===== src/rtl/reload_timer_pkg.sv =====
package reload_timer_pkg;

  // register addresses
  localparam int ADR_CTRL   = 0;
  localparam int ADR_PRE_HI = 1;
  localparam int ADR_PRE_LO = 2;
  localparam int ADR_CNT_HI = 3;
  localparam int ADR_CNT_LO = 4;

  // control register bit positions
  localparam int CTL_RUN    = 0;
  localparam int CTL_IRQEN  = 1;
  localparam int CTL_SEL_LO = 2;
  localparam int CTL_FLAG   = 7;

  // strobes from control to datapath
  typedef struct packed {
    logic load;        // rising run bit: take start value
    logic tick;        // prescaled count enable (already gated by run)
    logic snapHigh;    // high byte of count read
    logic releaseLow;  // low byte of count read
  } tmrStrobe_t;

endpackage


===== src/rtl/reload_timer_ctrl.sv =====
module reload_timer_ctrl
  import reload_timer_pkg::*;
#(
  parameter int DATA_W = 8,
  parameter int ADDR_W = 3,
  parameter int SEL_W  = 2,
  localparam int CNT_W = 2 * DATA_W,
  localparam int PRE_W = (1 << SEL_W) - 1
) (
  input  logic              clk,
  input  logic              rst,
  input  logic [ADDR_W-1:0] addr,
  input  logic [DATA_W-1:0] wrData,
  input  logic              wrEn,
  input  logic              rdEn,
  input  logic [CNT_W-1:0]  count,
  input  logic [DATA_W-1:0] lowView,
  input  logic              uflow,
  output logic [DATA_W-1:0] rdData,
  output logic              irq,
  output logic [CNT_W-1:0]  preset,
  output tmrStrobe_t        stb,
  output logic              runQ,
  output logic              flagQ
);

  logic             irqEnQ;
  logic [SEL_W-1:0] selQ;
  logic [PRE_W-1:0] preQ;
  logic [PRE_W-1:0] rateMask;
  logic             ctlWr;

  assign ctlWr = wrEn && (addr == ADDR_W'(ADR_CTRL));

  always_ff @(posedge clk) begin
    if (rst) begin
      runQ   <= 1'b0;
      irqEnQ <= 1'b0;
      selQ   <= '0;
      flagQ  <= 1'b0;
      preset <= '0;
      preQ   <= '0;
    end else begin
      preQ <= preQ + PRE_W'(1);
      if (ctlWr) begin
        runQ   <= wrData[CTL_RUN];
        irqEnQ <= wrData[CTL_IRQEN];
        selQ   <= wrData[CTL_SEL_LO +: SEL_W];
      end
      if (wrEn && (addr == ADDR_W'(ADR_PRE_HI))) preset[CNT_W-1:DATA_W] <= wrData;
      if (wrEn && (addr == ADDR_W'(ADR_PRE_LO))) preset[DATA_W-1:0]     <= wrData;
      // an expiry in the same cycle beats a clearing write
      if (uflow)                               flagQ <= 1'b1;
      else if (ctlWr && !wrData[CTL_FLAG])     flagQ <= 1'b0;
    end
  end

  always_comb begin
    rateMask       = PRE_W'((1 << selQ) - 1);
    stb.load       = ctlWr && wrData[CTL_RUN] && !runQ;
    stb.tick       = runQ && ((preQ & rateMask) == rateMask);
    stb.snapHigh   = rdEn && (addr == ADDR_W'(ADR_CNT_HI));
    stb.releaseLow = rdEn && (addr == ADDR_W'(ADR_CNT_LO));
  end

  always_comb begin
    rdData = '0;
    if (rdEn) begin
      if (addr == ADDR_W'(ADR_CTRL)) begin
        rdData[CTL_RUN]                = runQ;
        rdData[CTL_IRQEN]              = irqEnQ;
        rdData[CTL_SEL_LO +: SEL_W]    = selQ;
        rdData[CTL_FLAG]               = flagQ;
      end else if (addr == ADDR_W'(ADR_PRE_HI)) begin
        rdData = preset[CNT_W-1:DATA_W];
      end else if (addr == ADDR_W'(ADR_PRE_LO)) begin
        rdData = preset[DATA_W-1:0];
      end else if (addr == ADDR_W'(ADR_CNT_HI)) begin
        rdData = count[CNT_W-1:DATA_W];
      end else if (addr == ADDR_W'(ADR_CNT_LO)) begin
        rdData = lowView;
      end
    end
  end

  assign irq = flagQ && irqEnQ;

endmodule


===== src/rtl/reload_timer_dp.sv =====
module reload_timer_dp
  import reload_timer_pkg::*;
#(
  parameter int DATA_W = 8,
  localparam int CNT_W = 2 * DATA_W
) (
  input  logic              clk,
  input  logic              rst,
  input  tmrStrobe_t        stb,
  input  logic [CNT_W-1:0]  preset,
  output logic [CNT_W-1:0]  count,
  output logic [DATA_W-1:0] lowView,
  output logic              uflow
);

  logic [DATA_W-1:0] holdQ;
  logic              frozenQ;

  always_ff @(posedge clk) begin
    if (rst) begin
      count <= '0;
    end else if (stb.load) begin
      count <= preset;
    end else if (stb.tick) begin
      count <= (count == '0) ? preset : count - CNT_W'(1);
    end
  end

  always_ff @(posedge clk) begin
    if (rst) begin
      holdQ   <= '0;
      frozenQ <= 1'b0;
    end else begin
      if (stb.snapHigh && !frozenQ) begin
        holdQ   <= count[DATA_W-1:0];
        frozenQ <= 1'b1;
      end
      if (stb.releaseLow) frozenQ <= 1'b0;
    end
  end

  assign lowView = frozenQ ? holdQ : count[DATA_W-1:0];
  assign uflow   = stb.tick && !stb.load && (count == CNT_W'(1));

endmodule


===== src/rtl/reload_timer.sv =====
module reload_timer
  import reload_timer_pkg::*;
#(
  parameter int DATA_W = 8,
  parameter int ADDR_W = 3,
  parameter int SEL_W  = 2
) (
  input  logic              clk,
  input  logic              rst,
  input  logic [ADDR_W-1:0] addr,
  input  logic [DATA_W-1:0] wrData,
  input  logic              wrEn,
  input  logic              rdEn,
  output logic [DATA_W-1:0] rdData,
  output logic              irq
);

  localparam int CNT_W = 2 * DATA_W;

  tmrStrobe_t        stb;
  logic [CNT_W-1:0]  count;
  logic [CNT_W-1:0]  preset;
  logic [DATA_W-1:0] lowView;
  logic              uflow;
  logic              runQ;
  logic              flagQ;

  reload_timer_ctrl #(.DATA_W(DATA_W), .ADDR_W(ADDR_W), .SEL_W(SEL_W)) u_ctrl (
    .clk(clk), .rst(rst), .addr(addr), .wrData(wrData), .wrEn(wrEn), .rdEn(rdEn),
    .count(count), .lowView(lowView), .uflow(uflow), .rdData(rdData), .irq(irq),
    .preset(preset), .stb(stb), .runQ(runQ), .flagQ(flagQ)
  );

  reload_timer_dp #(.DATA_W(DATA_W)) u_dp (
    .clk(clk), .rst(rst), .stb(stb), .preset(preset),
    .count(count), .lowView(lowView), .uflow(uflow)
  );

endmodule


===== config.mk =====
export PLATFORM = sky130hd
export DESIGN_NAME = reload_timer
export DESIGN_NICKNAME = d
export VERILOG_FILES = /design/src/rtl/reload_timer_pkg.sv /design/src/rtl/reload_timer_ctrl.sv /design/src/rtl/reload_timer_dp.sv /design/src/rtl/reload_timer.sv
export SDC_FILE = /design/constraint.sdc
export NUM_CORES = 1
export LEC_CHECK = 0
export BUFFER_PORTS_ARGS = -buffer_cell sky130_fd_sc_hd__buf_2
export CAP_MARGIN = 30
export CORE_UTILIZATION = 58
export DETAILED_ROUTE_END_ITERATION = 16
export PLACE_DENSITY = 0.78
export SYNTH_ARGS = -nofsm -noshare
export SYNTH_HDL_FRONTEND = slang
export SYNTH_HIERARCHICAL = 1
export SYNTH_SLANG_ARGS = --single-unit

===== constraint.sdc =====
create_clock -name clk -period 7.6 [get_ports clk]
set_clock_uncertainty 0.15 [all_clocks]
set_input_delay 1.52 -clock clk [delete_from_list [all_inputs] [get_ports clk]]
set_output_delay 1.52 -clock clk [all_outputs]
set_load 0.03 [all_outputs]

==> results of run 1 <==
## Yosys cell counts (2+ instances only)
master / n / area share, %
dfxtp_1: 49 / 34
nand2_1: 43 / 5.6
nor2_1: 42 / 5.5
mux2i_1: 22 / 7.6
a21oi_1: 20 / 3.5
o21ai_0: 12 / 2.1
mux2_2: 11 / 4.3
clkbuf_1: 9 / 1.2
inv_1: 9 / 1.2
nand3_1: 9 / 1.6
a222oi_1: 7 / 2.4
nand2b_1: 7 / 1.5
nor4_1: 7 / 1.5
a31oi_1: 6 / 1.3
nor3_1: 6 / 1.0
nor3b_1: 6 / 1.6
buf_2: 5 / 0.87
buf_6: 5 / 2.0
and3_1: 4 / 0.87
ha_1: 4 / 1.7
nor2b_1: 4 / 0.87
or4_1: 4 / 1.0
nand3b_1: 3 / 0.78
o21ai_1: 3 / 0.52
o311a_1: 3 / 1.0
o31ai_1: 3 / 0.78
or4b_2: 3 / 1.0
a21o_1: 2 / 0.52
buf_1: 2 / 0.26
buf_4: 2 / 0.52
nor4bb_1: 2 / 0.69
o211ai_1: 2 / 0.52
o22ai_1: 2 / 0.43
or2_2: 2 / 0.43
or3_1: 2 / 0.43
or4b_4: 2 / 0.95
## power by group
group	switching [mW]	total (mW)	internal (mW)	leakage (nW)
registers	0.0100	0.273	0.263	0.397
clock network	0.0942	0.169	0.0751	0.0478
logic	0.0608	0.0941	0.0333	0.729
## cells in the final DEF, fill, tap and decap left out, types with 4 or more instances in the layout
| master | instances |
|---|---|
| dfxtp_1 | 49 |
| nand2_1 | 43 |
| nor2_1 | 42 |
| buf_2 | 23 |
| mux2i_1 | 22 |
| a21oi_1 | 20 |
| o21ai_0 | 12 |
| mux2_2 | 11 |
| inv_1 | 9 |
| nand3_1 | 9 |
| nand2b_1 | 7 |
| a222oi_1 | 7 |
| nor4_1 | 7 |
| clkbuf_8 | 6 |
| nor3b_1 | 6 |
| a31oi_1 | 6 |
| nor3_1 | 6 |
| buf_4 | 5 |
| nor2b_1 | 4 |
| and3_1 | 4 |
| ha_1 | 4 |
| or4_1 | 4 |
## state kept, by name, summed over array words and instances, names as in the netlist
signal / count
u_dp/holdQ: 8
u_ctrl/preset: 16
u_ctrl/selQ: 2
u_ctrl/runQ: 1
u_ctrl/irqEnQ: 1
u_dp/count: 16
u_ctrl/flagQ: 1
u_ctrl/preQ: 3
u_dp/frozenQ: 1
## stage by stage
stage	instance area (um2)	hold WS, ns	setup WS, ns
floorplan	2890	0.277	3.35
global placement	2980	0.292	3.12
detailed placement	2980	0.299	3.09
CTS	3080	0.316	3.03
global route	3080	0.329	2.97
finish	3080	0.314	3.01
## worst register-to-register path, cell delays in order (launching register included)
cell	delay, ns
dfxtp_1	0.37
inv_1	0.16
ha_1	0.22
or4b_2	0.64
nor4_4	0.67
nor2_1	0.34
a222oi_1	0.43
nor2_1	0.07
## logic make-up (layout without fill, tap and decap cells)
group	after synthesis	after routing	share of synthesized area, %
buf+inv	34	45	6.67
simple gates	156	156	28.8
mux	33	33	11.9
xor+xnor	1	1	0.303
fa+ha+maj	4	4	1.73
flops	49	49	34.0
compound gates	72	72	16.6
## final cells by class
| type | instances | area share, % |
|---|---|---|
| well taps | 67 | 2.73 |
| clock buffers | 6 | 2.69 |
| clock inverters | 2 | 0.529 |
| flip-flops and latches | 49 | 31.9 |
| multi-input cells | 266 | 56.1 |
| inverters | 9 | 1.10 |
| repair buffers | 28 | 4.96 |
## metal layers
| layer | share of wire [%] | global-route usage, % | vias up | wire, um |
|---|---|---|---|---|
| li1 | - | - | 1287 | - |
| met1 | 41 | 42.4 | 1295 | 3220 |
| met2 | 45 | 48.8 | 169 | 3550 |
| met3 | 9.4 | 5.97 | 32 | 740 |
| met4 | 4.6 | 18.7 | 0 | 362 |
| met5 | 0 | 0 | - | 0 |
## worst max path at each step
stage                endpoint  cells past startpoint
floorplan           rdData[1]                      4
global placement    rdData[0]                      5
detailed placement  rdData[1]                      5
finish              rdData[1]                      5
CTS                 rdData[1]                      5
global route        rdData[7]                      5
==> flow_metrics.py, run 1 <==
metrics = {
    "sta": {
        "worstMarginPinSlew_ns": 0.860,
        "finalHoldViolCount": 0,
        "drv_slew": 0,
        "finalSetupTns_ns": 0,
        "slew_headroom_pct": 42.2,
        "period_share_pct": 60.5,
        "finalCriticalPeriod_ns": 4.59,
        "grt_setup_unrepaired": "false",
        "setup_viol_count_final": 0,
        "fmaxAchievable_mhz": 218,
    },
    "worst_setup_path": {
        "end_kind": "primary output",
        "r2r_start": "u_dp/count[0]$_SDFFE_PP0P_",
        "cp.arrival_ns": 2.92,
        "r2r-end": "u_dp/count[6]$_SDFFE_PP0P_",
        "max_stage_delay_ns": 0.38,
        "worstSetupPathType": "input pin to primary output",
        "reg2reg_setup_slack_ns": 4.43,
        "cp-start-kind": "input pin",
        "worstPathRequired_ns": 5.93,
        "crit_chain": "buf_2 -> mux2_2 -> a222oi_1 -> nor2_1 -> buf_2",
        "slowest_stage": "mux2_2",
        "crit_path_max_fanout": 27,
        "cp_common_cell": "buf_2",
        "crit_family": "buffers and inverters",
        "crit_start": "addr[0]",
        "cp_num_buf_inv": 2,
        "reg2regPathDepth": 7,
    },
    "clock_tree": {
        "ctsResizeCount": 0,
        "cts_made_buffers": 5,
        "clockBufferDepth": 2,
        "root_buffer": "clkbuf_8",
        "post-cts-setup-buffers": 0,
        "clock_sinks": 49,
        "cts_tree": "yes",
        "h-tree-depth": 2,
        "cts.clk_slew.worst_paths_ns": 0.09,
        "insertion_delay_ns": 0.31,
        "cts.hold.buffers_added": 0,
    },
    "detailed_routing": {
        "drc_errors": 0,
        "wl_per_cell_um": 18.4,
        "drt_wl_total_um": 7880,
        "drtAntennaViolNets": 0,
        "drt_pass1_iterations": 7,
        "vias_per_cell": 6.52,
        "drtIter0Drc": 494,
        "vias": 2783,
    },
    "layout": {
        "multi_input_area_mm2": 0.00173,
        "n_fill_cell": 418,
        "area_growth_pct": 6.55,
        "nNetsFinal": 378,
        "fin_cells": 427,
        "final_util_pct": 64.7,
        "diodes": 0,
        "drive_above_1_share_pct": 16.9,
        "regArea_um2": 981,
    },
    "worst_hold_path": {
        "hold_class": "register to register",
        "whs_endpoint": "u_dp/holdQ[7]$_SDFFE_PP0P_",
        "whs_path_depth": 2,
        "hold_start": "u_dp/holdQ[7]$_SDFFE_PP0P_",
    },
    "yosys": {
        "netlist_instances": 349,
        "yosysUniqueCellTypes": 61,
        "synth-seq-cells": 49,
        "ys_seq_area_share_pct": 34.0,
        "syn_area_mm2": 0.00289,
        "synth_ff_type": "dfxtp_1",
        "yosysWarnings": 6,
        "async_reset_ff_share_pct": 0,
        "synth-edff-count": 0,
        "avgSynthCellArea_um2": 8.27,
        "syn_nets": 368,
    },
    "global_routing": {
        "grt_pass1_wl_um": 12800,
        "grt_max_degree": 49,
        "grt_usage_pct": 32.1,
        "grt_remaining_overflow": 0,
        "antenna_found_initial": 0,
        "grt_pass1_vias": 2519,
    },
    "status": {
        "outcome": "complete, no violations",
    },
    "job": {
        "cap_violations": 0,
    },
    "floorplan": {
        "ios": 24,
        "die_y_um": 72.5,
        "num_rows": 25,
        "die_w_um": 72.5,
        "coreArea_mm2": 0.00475,
        "dieArea_mm2": 0.00526,
        "start_util_pct": 60.7,
    },
    "power": {
        "finalPower_mw": 0.536,
        "p_leak_nw": 1.17,
        "power_density_mw_per_mm2": 174,
        "ir_worst_vdd_mv": 0.152,
    },
    "placed_design": {
        "routabilityCongestion": 0.904,
        "hpwl_um": 5440,
        "portBuffers": 23,
        "placedCellCount": 419,
    },
}
No activity file was read; power rests on OpenSTA's default activity.
==> inputs of run 2 (changes only) <==
- clock period: 7.6 -> 4.3 ns (I/O delays scaled with it)
==> run 2 against run 1 <==
Power increased by 87%. Wire length fell by 1.0%. Sequential cell count stayed put. Critical path depth stayed put. Global-route usage down 1.0 points. Core utilization grew 0.58 points. Combinational power grew 83%. Non-clock buffer count is 1 higher. Critical endpoint is now rdData[0]. First-iteration DRC count down 13%. Hold slack got worse by 0.0071 ns. Register-to-register slack worse by 3.1 ns. Die area unchanged.
==> flow_metrics.py, run 2 (synthesis gave the netlist of run 1 again) <==
metrics = {
    "layout": {
        "mostFrequentLayoutCell": "dfxtp_1",
        "drive_above_1_share_pct": 17.2,
        "fin_cells": 428,
        "diodes": 0,
        "reg.largest.list": "u_ctrl/preset x16, u_dp/count x16, u_dp/holdQ x8",
        "n_fill_cell": 425,
        "nNetsFinal": 379,
        "final_util_pct": 65.3,
        "area_growth_pct": 7.50,
        "layout_common_cells": "49 x dfxtp_1, 43 x nand2_1, 42 x nor2_1, 23 x buf_2, 22 x mux2i_1",
        "regArea_um2": 981,
        "multi_input_area_mm2": 0.00173,
    },
    "clock_tree": {
        "h-tree-depth": 2,
        "post-cts-setup-buffers": 0,
        "ctsResizeCount": 0,
        "clockBufferDepth": 2,
        "clock_sinks": 49,
        "cts.clk_slew.worst_paths_ns": 0.09,
        "cts.hold.buffers_added": 0,
        "root_buffer": "clkbuf_8",
        "cts_tree": "yes",
        "insertion_delay_ns": 0.31,
        "cts_made_buffers": 5,
    },
    "placed_design": {
        "routabilityCongestion": 0.961,
        "dpl_worst_slack_ns": 1.13,
        "hpwl_um": 5470,
        "placedCellCount": 420,
        "portBuffers": 23,
    },
    "detailed_routing": {
        "highest_layer": "met4",
        "met1_length_um": 3350,
        "drt_wl_total_um": 7800,
        "vias_per_cell": 6.45,
        "vias": 2759,
        "met2_length_um": 3610,
        "drc_errors": 0,
        "met3WireLength_um": 591,
        "drtAntennaViolNets": 0,
        "wl_per_cell_um": 18.2,
        "drt_pass1_iterations": 5,
        "drtIter0Drc": 428,
    },
    "floorplan": {
        "die_y_um": 72.5,
        "coreArea_mm2": 0.00475,
        "dieArea_mm2": 0.00526,
        "start_util_pct": 60.7,
        "num_rows": 25,
        "ios": 24,
        "die_w_um": 72.5,
    },
    "sta": {
        "setup_viol_count_final": 0,
        "period_share_pct": 74.5,
        "fin_ws_ns": 1.10,
        "finalSetupTns_ns": 0,
        "finalHoldViolCount": 0,
        "fmaxAchievable_mhz": 312,
        "slew_headroom_pct": 45.0,
        "grt_setup_unrepaired": "false",
        "finalCriticalPeriod_ns": 3.20,
        "drv_slew": 0,
        "worstMarginPinSlew_ns": 0.817,
    },
    "job": {
        "cap_violations": 0,
    },
    "worst_setup_path": {
        "end_kind": "primary output",
        "cp.arrival_ns": 2.19,
        "cp-start-kind": "input pin",
        "crit_path_max_fanout": 27,
        "worstSetupPathType": "input pin to primary output",
        "reg2reg_setup_slack_ns": 1.36,
        "worstPathRequired_ns": 3.29,
    },
    "global_routing": {
        "grt_remaining_overflow": 0,
        "grt_max_degree": 49,
        "antenna_found_initial": 0,
        "grt_pass1_wl_um": 12400,
        "grt_pass1_vias": 2469,
        "grt_usage_pct": 31.0,
    },
    "status": {
        "outcome": "complete, no violations",
    },
    "worst_hold_path": {
        "hold_class": "register to register",
    },
    "power": {
        "finalPower_mw": 1.00,
        "power_density_mw_per_mm2": 323,
        "p_leak_nw": 1.19,
        "ir_worst_vdd_mv": 0.217,
    },
}
-- run 2: critical path, stage by stage --
cell      delay, ns
buf_2          0.35
mux2_2         0.38
a222oi_1       0.33
nor2_1         0.08
buf_2          0.19
-- run 2: routing by layer --
layer  global-route usage, %  vias up
li1                        -     1290
met3                    4.86       23
met4                    14.2        0
met5                       0        -
met1                    41.6     1279
met2                    49.1      167
-- run 2: worst paths after layout --
check                             startpoint                         end  depth (start not counted)
hold reg to reg   u_dp/holdQ[4]$_SDFFE_PP0P_  u_dp/holdQ[4]$_SDFFE_PP0P_                          2
setup / recovery                     addr[0]                   rdData[0]                          5
setup reg to reg  u_dp/count[0]$_SDFFE_PP0P_  u_dp/count[7]$_SDFFE_PP0P_                          8
hold / removal    u_dp/holdQ[4]$_SDFFE_PP0P_  u_dp/holdQ[4]$_SDFFE_PP0P_                          2
-- run 2: area by class of cell --
cell class	instances	share of cell area (%)
multi-input cells	266	55.6
clock inverters	3	1.61
repair buffers	29	5.16
well taps	67	2.70
inverters	9	1.09
flip-flops and latches	49	31.6
clock buffers	5	2.22
-- run 2: stage by stage --
stage	hold WS (ns)	cell area (um2)
5_1_grt	0.324	3100
3_5_place_dp	0.297	2980
2_1_floorplan	0.277	2890
6_report	0.307	3100
3_3_place_gp	0.290	2980
4_1_cts	0.310	3100
-- run 2: power by group --
part / internal (mW) / switching, mW
Combinational: 0.0627 / 0.110
Sequential: 0.465 / 0.0176
Clock: 0.178 / 0.169
==> inputs of run 3 (changes only) <==
- ABC_AREA: not set -> 1
- CORE_UTILIZATION: 58 -> 54
- PLACE_DENSITY: 0.78 -> 0.76
- clock period: 4.3 -> 2.6 ns (I/O delays scaled with it)
==> run 3 against run 2 <==
Worst setup slack got worse by 0.95 ns. Final cell count increased by 31%. Hold slack got worse by 0.0081 ns. Clock power increased by 37%. Largest power group unchanged.
==> flow_metrics.py, run 3 <==
metrics = {
    "yosys": {
        "avgSynthCellArea_um2": 6.62,
        "synth_ff_type": "dfxtp_1",
        "yosysMostFrequentCell": "nand2_1",
        "netlist.area_leader.share_pct": 31.9,
        "yosysWarnings": 6,
        "synth_top_area_cell": "dfxtp_1",
        "synth-seq-cells": 49,
        "yosysUniqueCellTypes": 35,
        "netlist_instances": 464,
        "async_reset_ff_share_pct": 0,
        "ys_seq_area_share_pct": 31.9,
        "syn_nets": 483,
        "syn_area_mm2": 0.00307,
        "synthTopCellsByCount": "111 x nand2_1, 54 x inv_1, 54 x nor2_1",
        "synth-edff-count": 0,
        "synthTopCellsByArea": "dfxtp_1 32%, nand2_1 14%, inv_1 6.6%",
    },
    "detailed_routing": {
        "drtIter0Drc": 268,
        "wl_per_cell_um": 13.7,
        "vias": 3028,
        "drt_pass1_iterations": 5,
        "drt_wl_total_um": 7710,
        "drtAntennaViolNets": 0,
        "drc_errors": 0,
        "vias_per_cell": 5.40,
    },
    "layout": {
        "layout_common_cells": "111 x nand2_1, 54 x inv_1, 54 x nor2_1, 48 x dfxtp_1, 39 x o21ai_0",
        "area_growth_pct": 9.12,
        "reg.largest.list": "u_ctrl/preset x16, u_dp/count x16, u_dp/holdQ x8",
        "nNetsFinal": 507,
        "mostFrequentLayoutCell": "nand2_1",
        "final_util_pct": 60.9,
        "drive_above_1_share_pct": 17.8,
        "diodes": 0,
    },
    "worst_setup_path": {
        "cp_common_cell": "nand2_1",
        "reg2regPathDepth": 8,
        "reg2reg_setup_slack_ns": 0.32,
        "crit_family": "flip-flops",
        "cp.arrival_ns": 1.78,
        "r2r_start": "u_ctrl/selQ[1]$_SDFFE_PP0N_",
        "slowest_stage": "dfxtp_1",
        "end_kind": "primary output",
        "worstSetupPathType": "register to primary output",
        "crit_path_max_fanout": 5,
        "cp-start-kind": "register",
        "cp_num_buf_inv": 2,
        "worstPathRequired_ns": 1.93,
        "crit_chain": "inv_1 -> o21ai_0 -> nand3_1 -> nand2_1 -> nand2_1 -> a21oi_1 -> buf_2",
        "max_stage_delay_ns": 0.48,
        "r2r-end": "u_dp/count[7]$_SDFFE_PP0P_",
    },
    "global_routing": {
        "grt_max_degree": 29,
        "antenna_found_initial": 0,
        "grt_pass1_wl_um": 12300,
        "met1_usage_pct": 33.8,
        "grt_pass1_vias": 2627,
        "grt_usage_pct": 26.1,
        "grt_remaining_overflow": 0,
        "grt.busiest_layer": "met2",
        "met2_usage_pct": 43.0,
        "use_met3_pct": 4.12,
    },
    "sta": {
        "period_share_pct": 94.2,
        "fmaxAchievable_mhz": 408,
        "holdWs_ns": 0.299,
        "finalSetupTns_ns": 0,
        "finalHoldViolCount": 0,
        "setup_viol_count_final": 0,
        "grt_setup_unrepaired": "false",
        "drv_slew": 0,
        "finalCriticalPeriod_ns": 2.45,
        "worstMarginPinSlew_ns": 0.881,
        "slew_headroom_pct": 41.0,
    },
    "clock_tree": {
        "h-tree-depth": 2,
        "clockBufferDepth": 2,
        "post-cts-setup-buffers": 0,
        "insertion_delay_ns": 0.30,
        "cts_tree": "yes",
        "cts.clk_slew.worst_paths_ns": 0.09,
        "root_buffer": "clkbuf_8",
        "cts_made_buffers": 5,
        "clock_sinks": 49,
    },
    "power": {
        "power_density_mw_per_mm2": 531,
        "p_leak_nw": 1.45,
        "finalPower_mw": 1.78,
        "ir_worst_vdd_mv": 0.333,
    },
    "worst_hold_path": {
        "hold_class": "input pin to register",
        "whs_path_depth": 2,
        "whs_endpoint": "u_dp/count[9]$_SDFFE_PP0P_",
        "hold_start": "rst",
    },
    "floorplan": {
        "die_y_um": 77.4,
        "dieArea_mm2": 0.00600,
        "ios": 24,
        "start_util_pct": 55.8,
        "coreArea_mm2": 0.00551,
        "die_w_um": 77.4,
        "num_rows": 27,
    },
    "placed_design": {
        "portBuffers": 23,
        "routabilityCongestion": 0.974,
        "hpwl_um": 5910,
    },
    "job": {
        "cap_violations": 0,
    },
    "status": {
        "outcome": "complete, no violations",
    },
}
-- run 3: cell count changes in the layout (fill, tap and decap cells not counted), sizes merged, moves of 7 or more --
| cell | previous run | this run |
|---|---|---|
| nand2 | 43 | 117 |
| inv | 10 | 58 |
| o21ai | 15 | 49 |
| a21oi | 20 | 44 |
| nor2 | 42 | 65 |
| mux2i | 22 | 0 |
| nand3 | 9 | 23 |
| mux2 | 11 | 0 |
| a222oi | 7 | 0 |
| nand2b | 7 | 0 |
| nor4 | 8 | 1 |
| xor2 | 0 | 7 |
-- run 3: cells by family (layout without fill, tap and decap cells) --
family          Yosys count  count (layout)  share of synthesized area, %
compound gates          101             101                          19.3
buf+inv                  77             102                          11.1
flops                    49              49                          31.9
simple gates            224             224                          33.5
fa+ha+maj                 4               4                          1.63
xor+xnor                  9               9                          2.57
-- run 3: where the power goes --
part	leakage (nW)	total [mW]	internal, mW	switching [mW]
clock	0.0512	0.477	0.216	0.261
combinational	0.997	0.497	0.165	0.332
sequential	0.398	0.808	0.776	0.0314
total	1.45	1.78	1.16	0.624
-- run 3: worst max path at each step --
| stage | start | to | cells after the start |
|---|---|---|---|
| finish | u_dp/count[3]$_SDFFE_PP0P_ | rdData[3] | 7 |
| global route | u_dp/count[2]$_SDFFE_PP0P_ | rdData[2] | 7 |
| CTS | u_dp/frozenQ$_SDFFE_PP0P_ | rdData[3] | 7 |
| detailed placement | wrEn | u_dp/count[13]$_SDFFE_PP0P_ | 8 |
| global placement | wrEn | u_dp/count[15]$_SDFFE_PP0P_ | 8 |
| floorplan | addr[1] | rdData[5] | 6 |
-- run 3: cell type report --
class / count / area (um2)
Clock inverter: 2 / 13.8
Tap cell: 72 / 90.1
Inverter: 60 / 235
Multi-Input combinational cell: 338 / 1750
Timing Repair Buffer: 34 / 198
Fill cell: 534 / 2150
Sequential cell: 49 / 982
Clock buffer: 6 / 82.6
-- run 3: metal layers --
layer	up-vias	wire length, um
met1	1374	3500
met4	0	221
met3	20	392
met2	101	3600
li1	1533	-
met5	-	0
-- run 3: repair_timing --
item	4_1_cts	5_1_grt
gates resized for setup	0	1
hold buffers	0	0
endpoints found under the setup margin	0	1
-- run 3: worst register-to-register path, delay by kind of cell, from the launching register on --
family          cells  cell delay, ns
compound gates      4            0.57
buf+inv             3            0.39
simple gates        1            0.69
flops               1            0.37
-- run 3: metrics by stage --
step	area, um2	setup slack [ns]	std cells
after floorplan	3070	0.422	464
after global placement	3260	0.282	553
after detailed placement	3260	0.171	553
after CTS	3350	0.116	561
after global routing	3350	0.0262	561
final	3350	0.150	561
